==> src/rtl/sertx_pkg.sv <==
package sertx_pkg;

  typedef enum logic [2:0] {
    ST_IDLE,
    ST_START,
    ST_DATA,
    ST_PAR,
    ST_STOP
  } tx_state_e;

  typedef struct packed {
    logic len7;
    logic par_en;
    logic par_odd;
    logic stop2;
  } frame_cfg_t;

endpackage

==> src/rtl/sertx_holdbuf.sv <==
module sertx_holdbuf #(
  parameter int DATA_W = 8
) (
  input  logic              clk,
  input  logic              rst_n,
  input  logic              wr_valid,
  input  logic [DATA_W-1:0] wr_data,
  input  logic              take,
  output logic              wr_ready,
  output logic              full,
  output logic [DATA_W-1:0] held
);

  // Never stalls the writer: a write while full replaces the byte.
  assign wr_ready = 1'b1;

  always_ff @(posedge clk or negedge rst_n) begin
    if (!rst_n) begin
      full <= 1'b0;
      held <= '0;
    end else begin
      if (wr_valid) begin
        // A write in the hand-off cycle wins: the old byte leaves, the new one stays.
        full <= 1'b1;
        held <= wr_data;
      end else if (take) begin
        full <= 1'b0;
      end
    end
  end

endmodule

==> src/rtl/sertx_bitpace.sv <==
module sertx_bitpace #(
  parameter int TICKS_PER_BIT = 16
) (
  input  logic clk,
  input  logic rst_n,
  input  logic tick,
  input  logic run,
  input  logic restart,
  output logic bit_end
);

  localparam int CNT_W = (TICKS_PER_BIT > 1) ? $clog2(TICKS_PER_BIT) : 1;
  localparam logic [CNT_W-1:0] LAST = CNT_W'(TICKS_PER_BIT - 1);

  logic [CNT_W-1:0] cnt;

  assign bit_end = tick && run && (cnt == LAST);

  always_ff @(posedge clk or negedge rst_n) begin
    if (!rst_n) begin
      cnt <= '0;
    end else if (restart) begin
      cnt <= '0;
    end else if (tick && run) begin
      cnt <= (cnt == LAST) ? '0 : cnt + 1'b1;
    end
  end

endmodule

==> src/rtl/sertx_framer.sv <==
module sertx_framer
  import sertx_pkg::*;
#(
  parameter int DATA_W = 8
) (
  input  logic              clk,
  input  logic              rst_n,
  input  logic              tick,
  input  logic              bit_end,
  input  frame_cfg_t        cfg,
  input  logic              have_byte,
  input  logic [DATA_W-1:0] byte_in,
  output logic              take,
  output logic              run,
  output logic              txd
);

  localparam int IDX_W = (DATA_W > 1) ? $clog2(DATA_W) : 1;
  localparam logic [IDX_W-1:0] IDX_FULL  = IDX_W'(DATA_W - 1);
  localparam logic [IDX_W-1:0] IDX_SHORT = IDX_W'(DATA_W - 2);

  tx_state_e         state;
  frame_cfg_t        cfg_q;
  logic [DATA_W-1:0] shreg;
  logic [IDX_W-1:0]  idx;
  logic              par_acc;
  logic              stop_seen;
  logic              last_stop;
  logic [IDX_W-1:0]  idx_last;

  assign idx_last  = cfg_q.len7 ? IDX_SHORT : IDX_FULL;
  assign last_stop = !(cfg_q.stop2 && !stop_seen);
  assign run       = (state != ST_IDLE);

  // Hand-off happens on the tick that starts the start bit.
  always_comb begin
    take = 1'b0;
    if (state == ST_IDLE && have_byte && tick)
      take = 1'b1;
    else if (state == ST_STOP && bit_end && last_stop && have_byte)
      take = 1'b1;
  end

  always_ff @(posedge clk or negedge rst_n) begin
    if (!rst_n) begin
      state     <= ST_IDLE;
      cfg_q     <= '0;
      shreg     <= '0;
      idx       <= '0;
      par_acc   <= 1'b0;
      stop_seen <= 1'b0;
      txd       <= 1'b1;
    end else if (take) begin
      state     <= ST_START;
      cfg_q     <= cfg;
      shreg     <= byte_in;
      idx       <= '0;
      par_acc   <= cfg.par_odd;
      stop_seen <= 1'b0;
      txd       <= 1'b0;
    end else if (bit_end) begin
      unique case (state)
        ST_START: begin
          state   <= ST_DATA;
          txd     <= shreg[0];
          par_acc <= par_acc ^ shreg[0];
          shreg   <= shreg >> 1;
          idx     <= '0;
        end
        ST_DATA: begin
          if (idx == idx_last) begin
            if (cfg_q.par_en) begin
              state <= ST_PAR;
              txd   <= par_acc;
            end else begin
              state <= ST_STOP;
              txd   <= 1'b1;
            end
          end else begin
            idx     <= idx + 1'b1;
            txd     <= shreg[0];
            par_acc <= par_acc ^ shreg[0];
            shreg   <= shreg >> 1;
          end
        end
        ST_PAR: begin
          state <= ST_STOP;
          txd   <= 1'b1;
        end
        ST_STOP: begin
          if (last_stop) begin
            state <= ST_IDLE;
            txd   <= 1'b1;
          end else begin
            stop_seen <= 1'b1;
          end
        end
        default: begin
          state <= ST_IDLE;
          txd   <= 1'b1;
        end
      endcase
    end
  end

endmodule

==> src/rtl/sertx_top.sv <==
module sertx_top
  import sertx_pkg::*;
#(
  parameter int DATA_W        = 8,
  parameter int TICKS_PER_BIT = 16
) (
  input  logic              clk,
  input  logic              rst_n,
  input  logic              tx_en,
  input  logic              len7,
  input  logic              par_en,
  input  logic              par_odd,
  input  logic              stop2,
  input  logic              baud_tick,
  input  logic              wr_valid,
  output logic              wr_ready,
  input  logic [DATA_W-1:0] wr_data,
  output logic              buf_empty,
  output logic              tx_busy,
  output logic              txd
);

  logic              tick_g;
  logic              take;
  logic              full;
  logic [DATA_W-1:0] held;
  logic              run;
  logic              bit_end;
  frame_cfg_t        cfg;

  assign tick_g      = baud_tick & tx_en;
  assign cfg.len7    = len7;
  assign cfg.par_en  = par_en;
  assign cfg.par_odd = par_odd;
  assign cfg.stop2   = stop2;

  sertx_holdbuf #(.DATA_W(DATA_W)) u_buf (
    .clk(clk), .rst_n(rst_n), .wr_valid(wr_valid), .wr_data(wr_data),
    .take(take), .wr_ready(wr_ready), .full(full), .held(held)
  );

  sertx_bitpace #(.TICKS_PER_BIT(TICKS_PER_BIT)) u_pace (
    .clk(clk), .rst_n(rst_n), .tick(tick_g), .run(run),
    .restart(take), .bit_end(bit_end)
  );

  sertx_framer #(.DATA_W(DATA_W)) u_frm (
    .clk(clk), .rst_n(rst_n), .tick(tick_g), .bit_end(bit_end), .cfg(cfg),
    .have_byte(full), .byte_in(held), .take(take), .run(run), .txd(txd)
  );

  assign buf_empty = !full;
  assign tx_busy   = run;

endmodule

==> config.mk <==
export PLATFORM = sky130hd
export DESIGN_NAME = sertx_top
export DESIGN_NICKNAME = d
export VERILOG_FILES = /design/src/rtl/sertx_pkg.sv /design/src/rtl/sertx_holdbuf.sv /design/src/rtl/sertx_bitpace.sv /design/src/rtl/sertx_framer.sv /design/src/rtl/sertx_top.sv
export SDC_FILE = /design/constraint.sdc
export NUM_CORES = 1
export LEC_CHECK = 0
export ABC_CLOCK_PERIOD_IN_PS = 2000
export BUFFER_PORTS_ARGS = -buffer_cell sky130_fd_sc_hd__buf_2
export CAP_MARGIN = 5
export CORE_ASPECT_RATIO = 1.4
export CORE_MARGIN = 10
export CORE_UTILIZATION = 28
export DETAILED_ROUTE_END_ITERATION = 7
export PLACE_DENSITY = 0.45
export SETUP_SLACK_MARGIN = 0.05
export SKIP_LAST_GASP = 1
export SYNTH_ARGS = -nofsm -noshare
export SYNTH_HDL_FRONTEND = slang
export SYNTH_SLANG_ARGS = --single-unit
==> constraint.sdc <==
create_clock -name clk -period 2 [get_ports clk]
set_input_delay 0.4 -clock clk [delete_from_list [all_inputs] [get_ports clk]]
set_output_delay 0.4 -clock clk [all_outputs]
set_load 0.03 [all_outputs]
Word level (Yosys, flattened, before mapping)
Index checks and enable logic that the tools add are counted.
{"block": "classes", "n_bitwise": 2, "eq_ne": 9, "reduce_logical": 23, "addsub": 2, "muxes": 36}
{"cell": "two-way mux 3 bit", "count": 8}
{"cell": "two-way mux 8 bit", "count": 3}
{"cell": "two-way mux 1 bit", "count": 17}
{"cell": "one-hot mux 8 bit (2 select lines)", "count": 1}
{"cell": "two-way mux 4 bit", "count": 3}
{"cell": "one-hot mux 3 bit (4 select lines)", "count": 1}
{"cell": "nonzero test 2 bit", "count": 5}
{"cell": "AND reduction 3 bit", "count": 3}
{"cell": "logical AND 1 bit", "count": 8}
{"cell": "== test 3 x 2 -> 1 bit (second input constant)", "count": 2}
{"cell": "inequality test 3 bit (second input constant)", "count": 2}
{"cell": "one-hot mux 3 bit (2 select lines)", "count": 1}
{"cell": "nonzero test 3 bit", "count": 2}
{"cell": "adder 4 x 1 -> 4 bit (second input constant)", "count": 1}
{"cell": "== test 4 bit (second input constant)", "count": 1}
{"cell": "adder 3 x 1 -> 3 bit (second input constant)", "count": 1}
{"cell": "== test 3 x 1 -> 1 bit (second input constant)", "count": 1}
{"cell": "== test 3 bit", "count": 1}
{"cell": "== test 3 bit (second input constant)", "count": 1}
{"cell": "zero test 1 bit", "count": 3}
{"cell": "zero test 3 bit", "count": 1}
{"cell": "inequality test 3 x 2 -> 1 bit (second input constant)", "count": 1}
{"cell": "one-hot mux 1 bit (3 select lines)", "count": 1}
{"cell": "one-hot mux 1 bit (2 select lines)", "count": 1}
{"cell": "3 further kinds", "count": 3}
{"block": "totals", "regBits": 33, "inputBits": 17, "wordCells": 84, "output_inout_bits": 4}

Depth between registers and ports, before layout
Gate-level depths: netlist of the first run.
{"block": "logic_depth", "depth_word": 10, "ltp_mapped": 6, "ltp_nobuf": 5}

Modules after synthesis
A second synthesis of the first run with hierarchy kept.
{"block": "hier_totals", "hier_cells": 152, "area_unflattened_um2": 1615.3}
{"module": "sertx_framer", "area_each_um2": 1021.0, "cells_per_inst": 105, "n_inst": 1, "seq_area_each_um2": 501.7}
{"module": "sertx_holdbuf", "area_each_um2": 380.4, "cells_per_inst": 22, "n_inst": 1, "seq_area_each_um2": 225.2}
{"module": "sertx_bitpace", "area_each_um2": 203.9, "cells_per_inst": 23, "n_inst": 1, "seq_area_each_um2": 100.1}
{"module": "sertx_top", "area_each_um2": 10.0, "cells_per_inst": 2, "n_inst": 1, "seq_area_each_um2": 0.0}

Least setup slack after synthesis of the first run
No wires, ideal clock.
{"block": "synth_path", "path_kind": "register to register", "startpoint": "reg u_pace.cnt[0]", "endpoint": "reg u_frm.cfg_q[0] in the netlist's numbering", "path_buffers": 1, "synth_period_minus_slack_ns": 1.793, "setup_ns": 0.125, "t_arrival_ns": 1.668, "t_required_ns": 1.875, "path_stages_with_launch": 7, "slack_ns": 0.207, "cell_sequence": "dfrtp_1 > ha_1 > nand3_1 > o21a_1 > buf_2 > nor2_2 > mux2_2"}
{"block": "synth_via", "elab_chain_cells": 7}
{"item": "start, declared", "line": "sertx_bitpace.sv:15", "source": "logic [CNT_W-1:0] cnt;"}
{"item": "start signal, assigned", "line": "sertx_bitpace.sv:25", "source": "cnt <= (cnt == LAST) ? '0 : cnt + 1'b1;"}
{"item": "== test 4 bit", "line": "sertx_bitpace.sv:17", "source": "assign bit_end = tick && run && (cnt == LAST);"}
{"item": "logical AND 1 bit", "line": "sertx_bitpace.sv:17"}
{"item": "logical AND 1 bit (3 in a row)", "line": "sertx_framer.sv:40", "source": "else if (state == ST_STOP && bit_end && last_stop && have_byte)"}
{"item": "two-way mux 1 bit", "line": "sertx_framer.sv:40"}
{"item": "two-way mux 1 bit", "line": "sertx_framer.sv:38", "source": "if (state == ST_IDLE && have_byte && tick)"}
{"item": "end signal, assigned", "line": "sertx_framer.sv:55", "source": "cfg_q <= cfg;"}
{"item": "end, declared", "line": "sertx_framer.sv:23", "source": "frame_cfg_t cfg_q;"}
No other way between the ends.
A chain may end at the register's enable or synchronous reset.

Worst setup path after layout of the first run
{"block": "layout_path", "startpoint": "reg u_frm.state[0]", "endpoint": "out tx_busy"}
{"block": "layout_via", "elab_chain_cells": 1}
{"item": "start, declared", "line": "sertx_framer.sv:22", "source": "tx_state_e state;"}
{"item": "start signal, assigned", "line": "sertx_framer.sv:46", "source": "state <= ST_IDLE;"}
{"item": "start signal, assigned", "line": "sertx_framer.sv:54", "source": "state <= ST_START;"}
{"item": "start signal, assigned", "line": "sertx_framer.sv:64", "source": "state <= ST_DATA;"}
{"item": "nonzero test 3 bit", "line": "sertx_framer.sv:33", "source": "assign run = (state != ST_IDLE);"}
{"item": "end, declared", "line": "sertx_top.sv:19", "source": "output logic tx_busy,"}
No other way between the ends.

==> out/results.tsv, run 1 <==
metric	value	unit
status	finished, final reports clean	
gp_congestion	0.7900	
synthFlopType	dfrtp_1	
power_frac_comb	15.0	%
firstDrtPassIters	4	
fin_cells	273	
synthToLayoutAreaGrowth	20.13	%
fillerInstances	641	
final_max_slew_viol_count	0	
yosysMostFrequentCell	dfrtp_1	
dieArea	9673	sq um
clk_pin_slew	0.07	ns
slew_headroom	49.87	%
crit_fanout	7	
cts_buffers	5	
clock_power_share	35.0	%
drive_gt1_share	31.03	%
cp-end-kind	output port	
power.internal	1162	uW
root_buffer	clkbuf_8	
drv_cap	0	
p_seq_share	49.9	%
fin_skew	0.006989	ns
die_x	86.03	um
fin_nets	221	
seq_area_frac_synth	48.39	%
grt_use_total	9.104	%
drt_wl_total	4200	um
final_antenna_net_count	0	
tightest_slew	0.7520	ns
grt_first_pass_wirelength	7182	um
ys_ff_latch	33	
synth.area.top_cells	dfrtp_1 47%, mux2_2 7.2%, o21ai_0 4.1%	
num_io_pins	21	
synth_edf_count	0	
overflow	0	
p_per_area	776.5	nW/um^2
min_period	1.873	ns
fmax	0.5339	GHz
crit_arrival	1.47	ns
dp.cells	263	
critPathLaunchType	flop	
fin_setup_tns	0	ns
vias	1400	
ir_drop	375.4	uV
initial_core_util	28.95	%
synth_common_cells	32 x dfrtp_1, 15 x nand2_1, 14 x o21ai_0	
cts_tree	done	
yosys_warnings	0	
async_flop_share	100.0	%
drc	0	
routed_via_density	5.128	
antenna_found_initial	0	
clock-sinks	33	
place_hpwl	3123	um
r2r_cells	4	
ys_types	44	
coreArea	5904	sq um
grt_pass1_vias	1532	
n_antenna_cell	0	
syn_area_per_cell	9.995	sq um
wl_per_cell	15.38	um
holdBufCountCts	0	
first_iter_violations	83	
final_hold_viol_count	0	
grt_setup_unrepaired	false	
hold_class	in2async	
ctsLongestPathBuffers	2	
synth_top_area_share	46.85	%
clk-insertion-delay-late	0.29	ns
die_h	112.4	um
syn_nets	190	
rows	33	
netlist_instances	171	
grt_max_degree	34	
io_buffers	19	
p_leak	0.0009119	uW
path_class	reg2out	
finalSetupViolCount	0	
cts_max_level	2	
p_switching	432.4	uW
yosys.area.top_type	dfrtp_1	
switching_share	27.13	%
cp.required	1.60	ns
fin_util	34.77	%
post-route-period-util	93.65	%
syn_area	1709	sq um
## cells by family (layout without fill, tap and decap cells)
logic type	count (synthesis)	after routing	synth area share, %
multiplexers	11	11	7.248
AND/OR/NAND/NOR	66	66	21.01
buffers and inverters	12	44	3.660
flip-flops	33	33	48.39
AO/OA/AOI/OAI	42	42	15.96
adder cells (fa/ha/maj)	2	2	1.464
XOR/XNOR	4	4	2.050
other	1	1	0.2194
## critical path: stages (launching register included)
cell and delay (ns):
dfrtp_2 0.46, buf_4 0.18, or3_1 0.36, buf_2 0.19
## through the flow
stage	hold WS (ns)	total power (uW)	instance area [sq um]	worst slack (ns)
3_3_place_gp	0.4945	1013	1927	0.2141
2_1_floorplan	0.1044	948.9	1709	0.2071
5_1_grt	0.2356	1684	2053	0.07450
3_5_place_dp	0.4988	1025	1927	0.1805
6_report	0.1752	1594	2053	0.1270
4_1_cts	0.2118	1592	2028	0.08135
## power groups by stage
stage / combinational [uW] / sequential (uW) / clock, uW
2_1_floorplan: 135 / 814 / 0
3_3_place_gp: 204 / 809 / 0
3_5_place_dp: 214 / 811 / 0
4_1_cts: 216 / 799 / 576
5_1_grt: 274 / 805 / 605
6_report: 239 / 796 / 559
## routing by layer
layer	track usage [%]	routed length, um	up-vias
met3	2.750	161	10
met2	14.92	2153	36
li1	-	-	686
met4	4.515	106	0
met1	10.38	1778	668
met5	0	0	-
## area by class of cell
class                   count  area (sq um)  area share [%]
flip-flops and latches     33         828.3           40.34
well taps                  70         87.58           4.266
clock inverters             1         5.005          0.2438
clock buffers               7         96.34           4.692
inverters                   4         15.01          0.7313
multi-input cells         126         828.3           40.34
repair buffers             32         192.7           9.385
## sequential cells by signal (all words and copies together) (netlist names)
| signal | count |
|---|---|
| u_buf.full | 1 |
| u_buf.held | 8 |
| u_frm.cfg_q | 3 |
| u_frm.idx | 3 |
| u_frm.par_acc | 1 |
| u_frm.shreg | 8 |
| u_frm.state | 3 |
| u_frm.stop_seen | 1 |
| u_frm.txd | 1 |
| u_pace.cnt | 4 |
## worst paths after layout
kind                                      from              to  slack (ns)
worst max register to register  u_frm.state[1]  u_frm.state[0]        0.18
worst max-delay path            u_frm.state[0]         tx_busy        0.13
worst min-delay path                     rst_n   u_pace.cnt[1]        0.18
worst min register to register   u_buf.held[3]   u_buf.held[3]        0.51
max in group asynchronous                rst_n  u_frm.state[0]        1.29
min in group clk                    wr_data[4]   u_buf.held[4]        0.34
## cell usage in the layout (no fill, tap or decap), drive strengths merged, types with 2 or more instances in the layout
master	n
a21o	2
a21oi	6
a31o	3
a31oi	8
buf	32
clkbuf	7
dfrtp	32
ha	2
inv	4
mux2	11
nand2	15
nand2b	3
nand3	11
nand4	2
nor2	7
nor2b	3
nor3	12
o21a	2
o21ai	14
o31ai	2
or3	4
or4	2
xnor2	2
xor2	2
## what timing repair did
action	in CTS	in global routing
setup buffers	0	2
setup endpoints to repair	0	5
gates resized for setup	0	3
Power figures use the tool's default switching activity.
==> inputs of run 2 (changes only) <==
Settings changed: PLACE_DENSITY 0.45 to 0.46, SYNTH_HIERARCHICAL set to 1.
==> out/results.tsv, run 2 <==
metric	value	unit
grt_pass1_vias	1344	
cts_tree	done	
clk-insertion-delay-late	0.28	ns
clock-sinks	33	
n_antenna_cell	0	
overflow	0	
final_hold_viol_count	0	
final_antenna_net_count	0	
io_buffers	19	
cts_max_level	2	
fin_cells	261	
ys_types	46	
drt_wl_total	3612	um
synth_edf_count	0	
ir_drop	476.4	uV
grt_setup_unrepaired	true	
root_buffer	clkbuf_8	
antenna_found_initial	0	
dieArea	9250	sq um
ys_ff_latch	33	
first_iter_violations	28	
synthToLayoutAreaGrowth	26.34	%
grt_use_total	7.964	%
final_max_slew_viol_count	0	
die_h	109.9	um
p_per_area	1015	nW/um^2
largestRegisters	u_buf/held x8, u_frm/shreg x8, u_pace/cnt x4	
ctsLongestPathBuffers	2	
yosysMostFrequentCell	dfrtp_1	
grt_max_degree	34	
whs	0.1816	ns
firstDrtPassIters	4	
drc	0	
tightest_slew	0.7424	ns
coreArea	5565	sq um
syn_nets	171	
p_leak	0.0009339	uW
synth.area.top_cells	dfrtp_1 50%, mux2_4 7.4%, nand2_1 5.3%	
holdBufCountCts	0	
min_period	1.894	ns
hold_class	in2async	
clk_pin_slew	0.07	ns
grt_first_pass_wirelength	6037	um
seq_area_frac_synth	51.20	%
dp.cells	250	
cp-end-kind	flop	
critPathLaunchType	flop	
die_x	84.19	um
yosys_warnings	6	
synth_top_area_share	49.57	%
status	finished, final reports clean	
syn_area	1615	sq um
finalSetupViolCount	0	
gp_congestion	0.8074	
initial_core_util	29.02	%
cp.required	2.17	ns
cts_buffers	5	
fmax	0.5281	GHz
slew_headroom	50.50	%
crit_arrival	2.06	ns
drive_gt1_share	37.31	%
fin_skew	0.007422	ns
routed_via_density	4.739	
fin_nets	212	
most-common-layout-cells	32 x dfrtp_1, 22 x nand2_1, 21 x buf_4	
place_hpwl	2719	um
mostFrequentLayoutCell	dfrtp_1	
fillerInstances	567	
post-route-period-util	94.68	%
async_flop_share	100.0	%
synth_common_cells	32 x dfrtp_1, 23 x nand2_1, 8 x inv_1, 8 x mux2_4, 8 x o21ai_0	
num_io_pins	21	
synthFlopType	dfrtp_1	
drv_cap	0	
vias	1237	
rows	32	
netlist_instances	152	
path_class	reg2reg	
crit_fanout	7	
syn_area_per_cell	10.63	sq um
wl_per_cell	13.84	um
yosys.area.top_type	dfrtp_1	
## run 2: cell count changes after synthesis, sizes merged, moves of 3 or more
cell	previous run	this run
a31oi	8	1
mux2i	0	6
nand2	15	23
mux2	11	8
nand3	11	7
inv	4	8
a31o	3	0
nor3	12	1
## run 2: final cells by class
type	instances	area [sq um]	area share (%)
Clock buffer	6	82.58	4.047
Clock inverter	1	7.507	0.3679
Inverter	9	38.79	1.901
Multi-Input combinational cell	104	747.0	36.60
Sequential cell	33	827.0	40.53
Tap cell	68	85.08	4.169
Timing Repair Buffer	40	252.7	12.39
## run 2: through the flow
stage / instance area, sq um / setup slack, ns / total power (uW) / utilization [%] / setup TNS (ns)
6_report: 2041 / 0.1064 / 2072 / 36.67 / 0
5_1_grt: 2041 / 0.01578 / 2220 / 36.67 / 0
4_1_cts: 2008 / 0.05436 / 2082 / 36.08 / 0
3_5_place_dp: 1901 / -0.07686 / 1557 / 34.15 / -0.5361
3_3_place_gp: 1901 / -0.04353 / 1534 / 34.15 / -0.2179
2_1_floorplan: 1653 / 0.05500 / 1323 / - / 0
## run 2: path summary, 6_finish.rpt
kind	start	to	slack (ns)	cells past startpoint
worst max-delay path	u_frm/state[2]	u_frm/shreg[1]	0.11	10
worst min-delay path	rst_n	u_pace/cnt[2]	0.18	1
worst max register to register	u_frm/state[2]	u_frm/shreg[1]	0.11	10
worst min register to register	u_frm/shreg[1]	u_frm/shreg[1]	0.48	1
max in group asynchronous	rst_n	u_frm/cfg_q[2]	1.34	1
min in group clk	stop2	u_frm/cfg_q[0]	0.31	3
## run 2: where the power goes
group | internal (uW) | total (uW) | switching (uW) | leakage, uW
logic | 298 | 594 | 296 | 0.000483
clock network | 272 | 504 | 232 | 0.0000433
registers | 855 | 974 | 118 | 0.000408
total | 1420 | 2070 | 647 | 0.000934
## run 2: timing repair
item,CTS,global route
endpoints found under the setup margin,9,5
gates resized for setup,1,4
pin swaps,1,3
setup buffers,2,2
cloned,0,0
## run 2: metal layers
metal,wire [um],global-route usage (%)
met5,0,0
met4,92,3.957
met3,151,2.813
met2,1837,14.38
met1,1530,7.969
## run 2: worst max-delay path: stages, from the launching register on
cell and delay [ns]:
dfrtp_1 0.39, or3_4 0.39, nand2_4 0.09, nor2_4 0.05
buf_4 0.14, nand2_1 0.06, o22ai_1 0.07, nand3_2 0.11
clkinv_4 0.09, a22o_2 0.26, a21o_1 0.15
## run 2: cell families after synthesis
group           count (synthesis)  synth area share (%)
other cells                     1                0.2322
simple gates                   50                 14.87
flops                          33                 51.20
compound gates                 34                 14.02
xor+xnor                        3                 1.627
fa+ha+maj                       2                 1.549
mux                            14                 11.15
buf+inv                        15                 5.344
